$ cat src/rtl/dmairq_pkg.sv
// Package: shared widths and source bit positions for the DMA interrupt block.
// Assumes an 8-bit register view; the valid-bit mask marks implemented sources.
package dmairq_pkg;
    localparam int REG_W = 8;

    // Source positions (decoded by the status reader, so they are fixed)
    localparam int SRC_PARITY  = 6;
    localparam int SRC_BUSFLT  = 5;
    localparam int SRC_ABORT   = 4;
    localparam int SRC_STEP    = 3;
    localparam int SRC_INTINS  = 2;
    localparam int SRC_ILLEGAL = 0;

    localparam logic [REG_W-1:0] SRC_VALID =
        (REG_W'(1) << SRC_PARITY) | (REG_W'(1) << SRC_BUSFLT) |
        (REG_W'(1) << SRC_ABORT)  | (REG_W'(1) << SRC_STEP)   |
        (REG_W'(1) << SRC_INTINS) | (REG_W'(1) << SRC_ILLEGAL);
endpackage

$ cat src/rtl/dmairq_mask_reg.sv
// Enable register: loads write data on a strobe, keeping only implemented bits.
// Assumes single-cycle write strobes; unimplemented bits are tied to zero.
module dmairq_mask_reg #(
    parameter int                 W     = 8,
    parameter logic [W-1:0]       VALID = '1
) (
    input  logic         clk,
    input  logic         rst_n,
    input  logic         we,
    input  logic [W-1:0] wdata,
    output logic [W-1:0] en
);
    generate
        for (genvar i = 0; i < W; i++) begin : g_bit
            if (VALID[i]) begin : g_impl
                logic en_q;
                // Hold one enable bit, cleared by reset (source starts masked)
                always_ff @(posedge clk) begin
                    if (!rst_n)  en_q <= 1'b0;
                    else if (we) en_q <= wdata[i];
                end
                assign en[i] = en_q;
            end else begin : g_rsvd
                assign en[i] = 1'b0;
            end
        end
    endgenerate
endmodule

$ cat src/rtl/dmairq_status.sv
// Sticky status bank: sets bits on events, clears on read, keeps same-cycle events.
// Assumes events are pulses; also derives the pending summary from the bits.
module dmairq_status #(
    parameter int           W     = 8,
    parameter logic [W-1:0] VALID = '1
) (
    input  logic         clk,
    input  logic         rst_n,
    input  logic [W-1:0] evt,
    input  logic         rd,
    output logic [W-1:0] sticky,
    output logic         pend
);
    generate
        for (genvar i = 0; i < W; i++) begin : g_bit
            if (VALID[i]) begin : g_impl
                logic st_q;
                // Set on event, clear on read, event wins over the clear
                always_ff @(posedge clk) begin
                    if (!rst_n)  st_q <= 1'b0;
                    else if (rd) st_q <= evt[i];
                    else         st_q <= st_q | evt[i];
                end
                assign sticky[i] = st_q;
            end else begin : g_rsvd
                assign sticky[i] = 1'b0;
            end
        end
    endgenerate

    // Summary flag: any sticky bit set
    always_comb pend = |sticky;
endmodule

$ cat src/rtl/dmairq_req_latch.sv
// Request latch: sets on any enabled event, holds until a status read.
// Assumes the enable vector is the registered mask; set has priority over clear.
module dmairq_req_latch #(
    parameter int W = 8
) (
    input  logic         clk,
    input  logic         rst_n,
    input  logic [W-1:0] evt,
    input  logic [W-1:0] en,
    input  logic         clr,
    output logic         req_n
);
    logic hit;
    logic req_q;

    // Detect an event from any enabled source this cycle
    always_comb hit = |(evt & en);

    // Latch the request; only a read releases it
    always_ff @(posedge clk) begin
        if (!rst_n)   req_q <= 1'b0;
        else if (hit) req_q <= 1'b1;
        else if (clr) req_q <= 1'b0;
    end

    assign req_n = ~req_q;
endmodule

$ cat src/rtl/dmairq_top.sv
// Top: DMA interrupt mask, sticky status, halt and latched active-low request.
// Assumes single-cycle event, write and read strobes on a common clock.
module dmairq_top #(
    parameter int                 W     = dmairq_pkg::REG_W,
    parameter logic [W-1:0]       VALID = dmairq_pkg::SRC_VALID
) (
    input  logic         clk,
    input  logic         rst_n,
    input  logic [W-1:0] src_evt,
    input  logic         mask_we,
    input  logic [W-1:0] mask_wdata,
    output logic [W-1:0] mask_rdata,
    input  logic         stat_rd,
    output logic [W-1:0] stat_rdata,
    output logic         dma_pend,
    output logic         seq_halt,
    output logic         irq_n
);
    logic [W-1:0] en;
    logic [W-1:0] evt_v;
    logic [W-1:0] sticky;
    logic         pend;

    // Drop pulses on unimplemented positions
    always_comb evt_v = src_evt & VALID;

    dmairq_mask_reg #(.W(W), .VALID(VALID)) u_mask (
        .clk(clk), .rst_n(rst_n), .we(mask_we), .wdata(mask_wdata), .en(en)
    );

    dmairq_status #(.W(W), .VALID(VALID)) u_stat (
        .clk(clk), .rst_n(rst_n), .evt(evt_v), .rd(stat_rd),
        .sticky(sticky), .pend(pend)
    );

    dmairq_req_latch #(.W(W)) u_req (
        .clk(clk), .rst_n(rst_n), .evt(evt_v), .en(en), .clr(stat_rd),
        .req_n(irq_n)
    );

    // Every source is fatal: halt follows any pending bit
    always_comb begin
        mask_rdata = en;
        stat_rdata = sticky;
        dma_pend   = pend;
        seq_halt   = pend;
    end
endmodule

$ cat config.mk
export PLATFORM = sky130hd
export DESIGN_NAME = dmairq_top
export DESIGN_NICKNAME = d
export VERILOG_FILES = /design/src/rtl/dmairq_pkg.sv /design/src/rtl/dmairq_mask_reg.sv /design/src/rtl/dmairq_status.sv /design/src/rtl/dmairq_req_latch.sv /design/src/rtl/dmairq_top.sv
export SDC_FILE = /design/constraint.sdc
export NUM_CORES = 1
export LEC_CHECK = 0
export BUFFER_PORTS_ARGS = -buffer_cell sky130_fd_sc_hd__buf_2
export CAP_MARGIN = 20
export CORE_MARGIN = 10
export CORE_UTILIZATION = 35
export DETAILED_ROUTE_END_ITERATION = 10
export MAX_ROUTING_LAYER = met4
export PLACE_DENSITY = 0.69
export SLEW_MARGIN = 20
export SYNTH_ARGS = -nofsm -noshare
export SYNTH_HDL_FRONTEND = slang
export SYNTH_SLANG_ARGS = --single-unit
$ cat constraint.sdc
create_clock -name clk -period 0.82 [get_ports clk]
set_input_delay 0.082 -clock clk [delete_from_list [all_inputs] [get_ports clk]]
set_output_delay 0.082 -clock clk [all_outputs]
set_load 0.01 [all_outputs]
==> results of run 1 <==
==> power by group <==
group	internal (mW)	total, mW	leakage (nW)	switching (mW)
registers	0.681	0.722	0.112	0.0410
clock network	0.188	0.384	0.0150	0.196
logic	0.187	0.319	0.297	0.132
==> flip-flops by register name (all words and copies together), names as in the netlist <==
register,cells
u_req.req_q,1
u_stat.g_bit.g_impl.st_q,6
u_mask.g_bit.g_impl.en_q,6
==> layout make-up <==
class                           instances  area (um^2)
Fill cell                             148          694
Timing Repair Buffer                   38          314
Sequential cell                        13          279
Multi-Input combinational cell         35          214
Clock buffer                            4         26.3
Tap cell                               16         20.0
Inverter                                3         11.3
==> critical path, cell delays in order, from the launching register on <==
cell	delay (ns)
dfxtp_2	0.34
nor4_4	0.27
nand2_1	0.10
buf_2	0.15
==> what timing repair did <==
item,CTS,global route
hold buffers,0,0
pin swaps,3,0
setup endpoints to repair,16,17
cloned,0,0
hold endpoints to repair,0,0
buffers inserted,1,1
gates resized for setup,33,5
==> cells by family after synthesis <==
group | Yosys count
flip-flops | 13
other | 1
AND/OR/NAND/NOR | 15
multiplexers | 6
buffers and inverters | 22
AO/OA/AOI/OAI | 10
==> how the worst max path moves through the flow <==
| stage | cells after the start | from | endpoint | slack (ns) |
|---|---|---|---|---|
| 6_report | 3 | u_stat.g_bit[0].g_impl.st_q$_SDFF_PN0_ | dma_pend | -0.39 |
| 5_1_grt | 3 | u_stat.g_bit[0].g_impl.st_q$_SDFF_PN0_ | dma_pend | -0.47 |
| 4_1_cts | 3 | u_stat.g_bit[0].g_impl.st_q$_SDFF_PN0_ | dma_pend | -0.37 |
| 3_5_place_dp | 2 | u_mask.g_bit[5].g_impl.en_q$_SDFFE_PN0P_ | u_req.req_q$_SDFFE_PN0P_ | -0.12 |
| 3_3_place_gp | 2 | u_mask.g_bit[5].g_impl.en_q$_SDFFE_PN0P_ | u_req.req_q$_SDFFE_PN0P_ | -0.07 |
| 2_1_floorplan | 3 | u_stat.g_bit[2].g_impl.st_q$_SDFF_PN0_ | seq_halt | -0.11 |
==> placed cells by master, fill, tap and decap left out, types with 2 or more instances in the layout <==
master / synthesis / layout
clkbuf_4: 0 / 3
a22oi_1: 2 / 2
nor2_1: 13 / 13
a21oi_1: 6 / 5
inv_1: 3 / 2
mux2i_1: 6 / 6
conb_1: 1 / 4
buf_6: 0 / 19
buf_4: 18 / 2
dfxtp_2: 0 / 12
buf_2: 1 / 17
==> through the flow <==
stage / utilization / std cells / setup TNS [ns]
floorplan: - / 70 / -0.112
global placement: 0.442 / 104 / -0.152
detailed placement: 0.442 / 104 / -0.246
CTS: 0.543 / 109 / -1.53
global route: 0.555 / 109 / -2.23
finish: 0.555 / 109 / -1.55
==> routing by layer <==
metal  track usage  up-vias  share of wire
met4        0.0391        0         0.0039
met2         0.155       20           0.52
met5             -        -              0
met3        0.0267        2          0.085
li1              -      250              -
met1        0.0842      235           0.39
==> out/metrics.cfg, run 1 <==
[status]
status = finished with violations
violations = negative setup slack

[global_route]
grt_max_degree = 14
antenna_found_initial = 0
grt.overflow.total = 0
grt_pass1_vias = 538
grt_pass1_wl_um = 2370
grt_use_total = 0.0869

[critical_path]
rrSetupSlack_ns = -0.10
path_max_fanout = 2
reg2reg_to = u_req.req_q$_SDFFE_PN0P_
r2r-start = u_mask.g_bit[5].g_impl.en_q$_SDFFE_PN0P_
path_class = reg2out
cp.arrival_ns = 1.13
required_ns = 0.74
reg2reg_depth = 2
cp-start-kind = flop
end_kind = output port

[hold_path]
min_path_cells = 3
hold_class = in2reg
hold_start = src_evt[5]
hold_end = u_stat.g_bit[5].g_impl.st_q$_SDFF_PN0_

[sta]
setup_viol = 12
max_freq_ghz = 0.826
setup_ws_ns = -0.390
grt_setup_unrepaired = yes
fin_hold_ws_ns = 0.0390
skew_ns = 0.00358
period_share = 1.48
finalHoldViolCount = 0
finalMaxSlewViolations = 0
final_period_minus_worst_setup_slack_ns = 1.21

[synth]
syn_inst = 67
yosys.cell_types.count = 13
synth_fa_ha_area_frac = 0
synth.most_common_cell = buf_4
synthMuxAreaShare = 0.101
synth_compound_area_frac = 0.103
yosysTopAreaCell = dfxtp_1
yosys_warnings = 0
synth_area_um2 = 596
synth_common_cells = buf_4 (18), dfxtp_1 (13), nor2_1 (13), a21oi_1 (6), mux2i_1 (6)
yosys.area_share.xor_xnor = 0
yosys.area_share.simple = 0.0987
synth-seq-area-share = 0.437
synth-edff-count = 0
synth_area_leaders = dfxtp_1 (44%), buf_4 (23%), mux2i_1 (10%)
avgSynthCellArea_um2 = 8.89
synth_top_cell_area_share = 0.437
ys_ff_latch = 13
synth_top_family_by_area = buffers and inverters
synth-main-ff-cell = dfxtp_1
synthArstFlopShare = 0

[finish]
syn_to_final_growth_pct = 45.2
antenna_cells = 0
fin_nets = 114
layout-drive-gt1-share = 0.613
stdcell_area_um2 = 865

[cts]
cts_tree = done
clk_pin_slew_ns = 0.08
cts_buffers = 3
insertion_delay_ns = 0.27
clkSinkCount = 13
cts_max_level = 1
cts.path.max_buffers = 2
root_buffer = clkbuf_4

[route]
drc = 0
vias = 507
viasPerCell = 4.65
postRouteAntennaNets = 0
drt-total-wl_um = 1520
wl_per_cell_um = 14.0
drt_iter0_markers = 13
drt-pass1-iter-count = 4

[run]
cap_violations = 0

[place]
place.gp.congestion = 0.704
portBuffers = 30
dp_slack_ns = -0.118
hpwl_um = 1230
place_area_um2 = 689

[pwr]
vdd_drop_max_uv = 677
p_per_area_nw_per_um2 = 1650
finalPower_mw = 1.43
p_leak_nw = 0.424

[die]
start_util = 0.382
die_w_um = 61.3
die_h_um = 61.3
ioPinCount = 39
dieArea_um2 = 3750
coreArea_um2 = 1560
rows = 14

Note: power is estimated with default switching activity, not from simulation.
==> run 2: changes to the inputs <==
--- a/config.mk
+++ b/config.mk
@@ -7,6 +7,7 @@
 export LEC_CHECK = 0
 export BUFFER_PORTS_ARGS = -buffer_cell sky130_fd_sc_hd__buf_2
 export CAP_MARGIN = 20
+export CORE_ASPECT_RATIO = 1.1
 export CORE_MARGIN = 10
 export CORE_UTILIZATION = 35
 export DETAILED_ROUTE_END_ITERATION = 10
==> constraint.sdc (replaced) <==
create_clock -name clk -period 1.1 [get_ports clk]
set_input_delay 0.33 -clock clk [delete_from_list [all_inputs] [get_ports clk]]
set_output_delay 0.33 -clock clk [all_outputs]
set_load 0.01 [all_outputs]
==> run 2 against run 1 <==
The flow still finishes with violations (negative setup slack). Largest cell class is now flip-flops and latches. Non-clock buffer count fell by 2. Global-route usage is 1.1 points lower. Hold slack gained 0.25 ns.
==> out/metrics.cfg, run 2 (synthesis results as in run 1) <==
[status]
status = finished with violations
violations = negative setup slack

[hold_path]
min_path_cells = 3  ; unchanged
hold_class = in2reg

[place]
portBuffers = 30  ; unchanged
hpwl_um = 1170  ; -4.6%
place.gp.congestion = 0.708  ; +0.58%

[pwr]
p_per_area_nw_per_um2 = 1290  ; -22%
finalPower_mw = 1.02  ; -29%
p_leak_nw = 0.401  ; -5.5%
vdd_drop_max_uv = 632  ; -6.7%

[sta]
period_share = 1.31
grt_setup_unrepaired = yes
finalMaxSlewViolations = 0  ; unchanged
fin_tns_setup_ns = -0.876  ; +0.676 ns
fin_hold_ws_ns = 0.286  ; +0.247 ns
max_freq_ghz = 0.693
final_period_minus_worst_setup_slack_ns = 1.44
skew_ns = 0.00483  ; +0.00126 ns
setup_viol = 6  ; -6
finalHoldViolCount = 0  ; unchanged
setup_ws_ns = -0.343  ; +0.0470 ns

[die]
start_util = 0.373  ; -0.00869
dieArea_um2 = 3750  ; about the same
ioPinCount = 39  ; unchanged
die_h_um = 63.3  ; +3.3%
die_w_um = 59.3  ; -3.1%
coreArea_um2 = 1600  ; +2.3%
rows = 15  ; +1

[finish]
fin_nets = 112  ; -1.8%
largest_registers = u_mask.g_bit.g_impl.en_q x6, u_stat.g_bit.g_impl.st_q x6, u_req.req_q x1
antenna_cells = 0  ; unchanged
final_common_cell = buf_2
layout-drive-gt1-share = 0.582  ; -0.0305
fin_util = 0.495  ; -0.0597
syn_to_final_growth_pct = 32.6
final_cell_mix = buf_2 (24), nor2_1 (13), dfxtp_2 (13)

[route]
wl_per_cell_um = 13.9  ; -0.47%
postRouteAntennaNets = 0  ; unchanged
vias = 492  ; -3.0%
drt-total-wl_um = 1500  ; -1.4%
drt_iter0_markers = 10  ; -3
drt-pass1-iter-count = 4  ; unchanged
viasPerCell = 4.56  ; -2.1%
drc = 0  ; unchanged

[global_route]
antenna_found_initial = 0  ; unchanged
grt_use_total = 0.0761  ; -0.0108
grt.overflow.total = 0  ; unchanged
grt_pass1_wl_um = 2170  ; -8.2%
grt_pass1_vias = 506  ; -5.9%
grt_util_met1 = 0.0704  ; -0.0138
global_route.peak_usage_layer = met2
grt_use_met3 = 0.0301  ; +0.00331
grt_max_degree = 14  ; unchanged
use_met2 = 0.124  ; -0.0316

[critical_path]
path_max_fanout = 3  ; +1
crit_path_top_delay_cell = dfxtp_2
required_ns = 0.77  ; +0.03 ns
cp-start-kind = flop
cp.arrival_ns = 1.11  ; -0.02 ns
cpPeakStageDelay_ns = 0.34  ; about the same
end_kind = output port
path_cells = nor4_4, nand2_1, buf_2
reg2reg_depth = 2  ; unchanged
path_class = reg2out

[cts]
clk_pin_slew_ns = 0.08  ; about the same
cts_buffers = 3  ; unchanged
insertion_delay_ns = 0.27  ; about the same
clkSinkCount = 13  ; unchanged
cts_max_level = 1  ; unchanged
cts_hold_buf = 0  ; unchanged
cts.path.max_buffers = 2  ; unchanged
root_buffer = clkbuf_4
cts_tree = done

[run]
cap_violations = 0  ; unchanged

[run 2: critical path: cells and delay by family, from the launching register on]
| family | cells | cell delay (ns) |
|---|---|---|
| simple gates | 2 | 0.36 |
| flops | 1 | 0.34 |
| buf+inv | 1 | 0.15 |
[run 2: what timing repair did]
action,4_1_cts,5_1_grt
pin swaps,2,1
setup buffers,1,2
resized for setup,12,13
endpoints found under the setup margin,12,13
[run 2: routing by layer]
metal,vias to the layer above,part of all wire
met4,0,0.018
met1,222,0.35
met3,2,0.091
li1,247,-
met2,21,0.54
met5,-,0
[run 2: final timing paths]
check | from | end | slack, ns
worst max-delay path | u_stat.g_bit[3].g_impl.st_q$_SDFF_PN0_ | dma_pend | -0.34
worst min-delay path | src_evt[5] | u_stat.g_bit[5].g_impl.st_q$_SDFF_PN0_ | 0.29
worst max register to register | u_mask.g_bit[5].g_impl.en_q$_SDFFE_PN0P_ | u_req.req_q$_SDFFE_PN0P_ | 0.16
worst min register to register | u_stat.g_bit[6].g_impl.st_q$_SDFF_PN0_ | u_stat.g_bit[6].g_impl.st_q$_SDFF_PN0_ | 0.50
[run 2: area by class of cell]
class / instances / area (um^2)
Sequential cell: 13 / 277
Timing Repair Buffer: 36 / 244
Inverter: 3 / 11.3
Fill cell: 168 / 806
Clock buffer: 4 / 26.3
Multi-Input combinational cell: 35 / 210
Tap cell: 17 / 21.3
[run 2: per-stage QoR]
stage | worst slack, ns | instance area [um^2] | instances
after floorplan | -0.0782 | 611 | 70
after global placement | -0.0167 | 661 | 101
after detailed placement | -0.0443 | 661 | 101
after CTS | -0.321 | 722 | 106
after global routing | -0.409 | 790 | 108
final | -0.343 | 790 | 108
[run 2: power breakdown]
| group | internal (mW) | switching (mW) | total [mW] |
|---|---|---|---|
| clock | 0.140 | 0.139 | 0.279 |
| sequential | 0.509 | 0.0286 | 0.537 |
| combinational | 0.111 | 0.0919 | 0.203 |
| total | 0.760 | 0.259 | 1.02 |
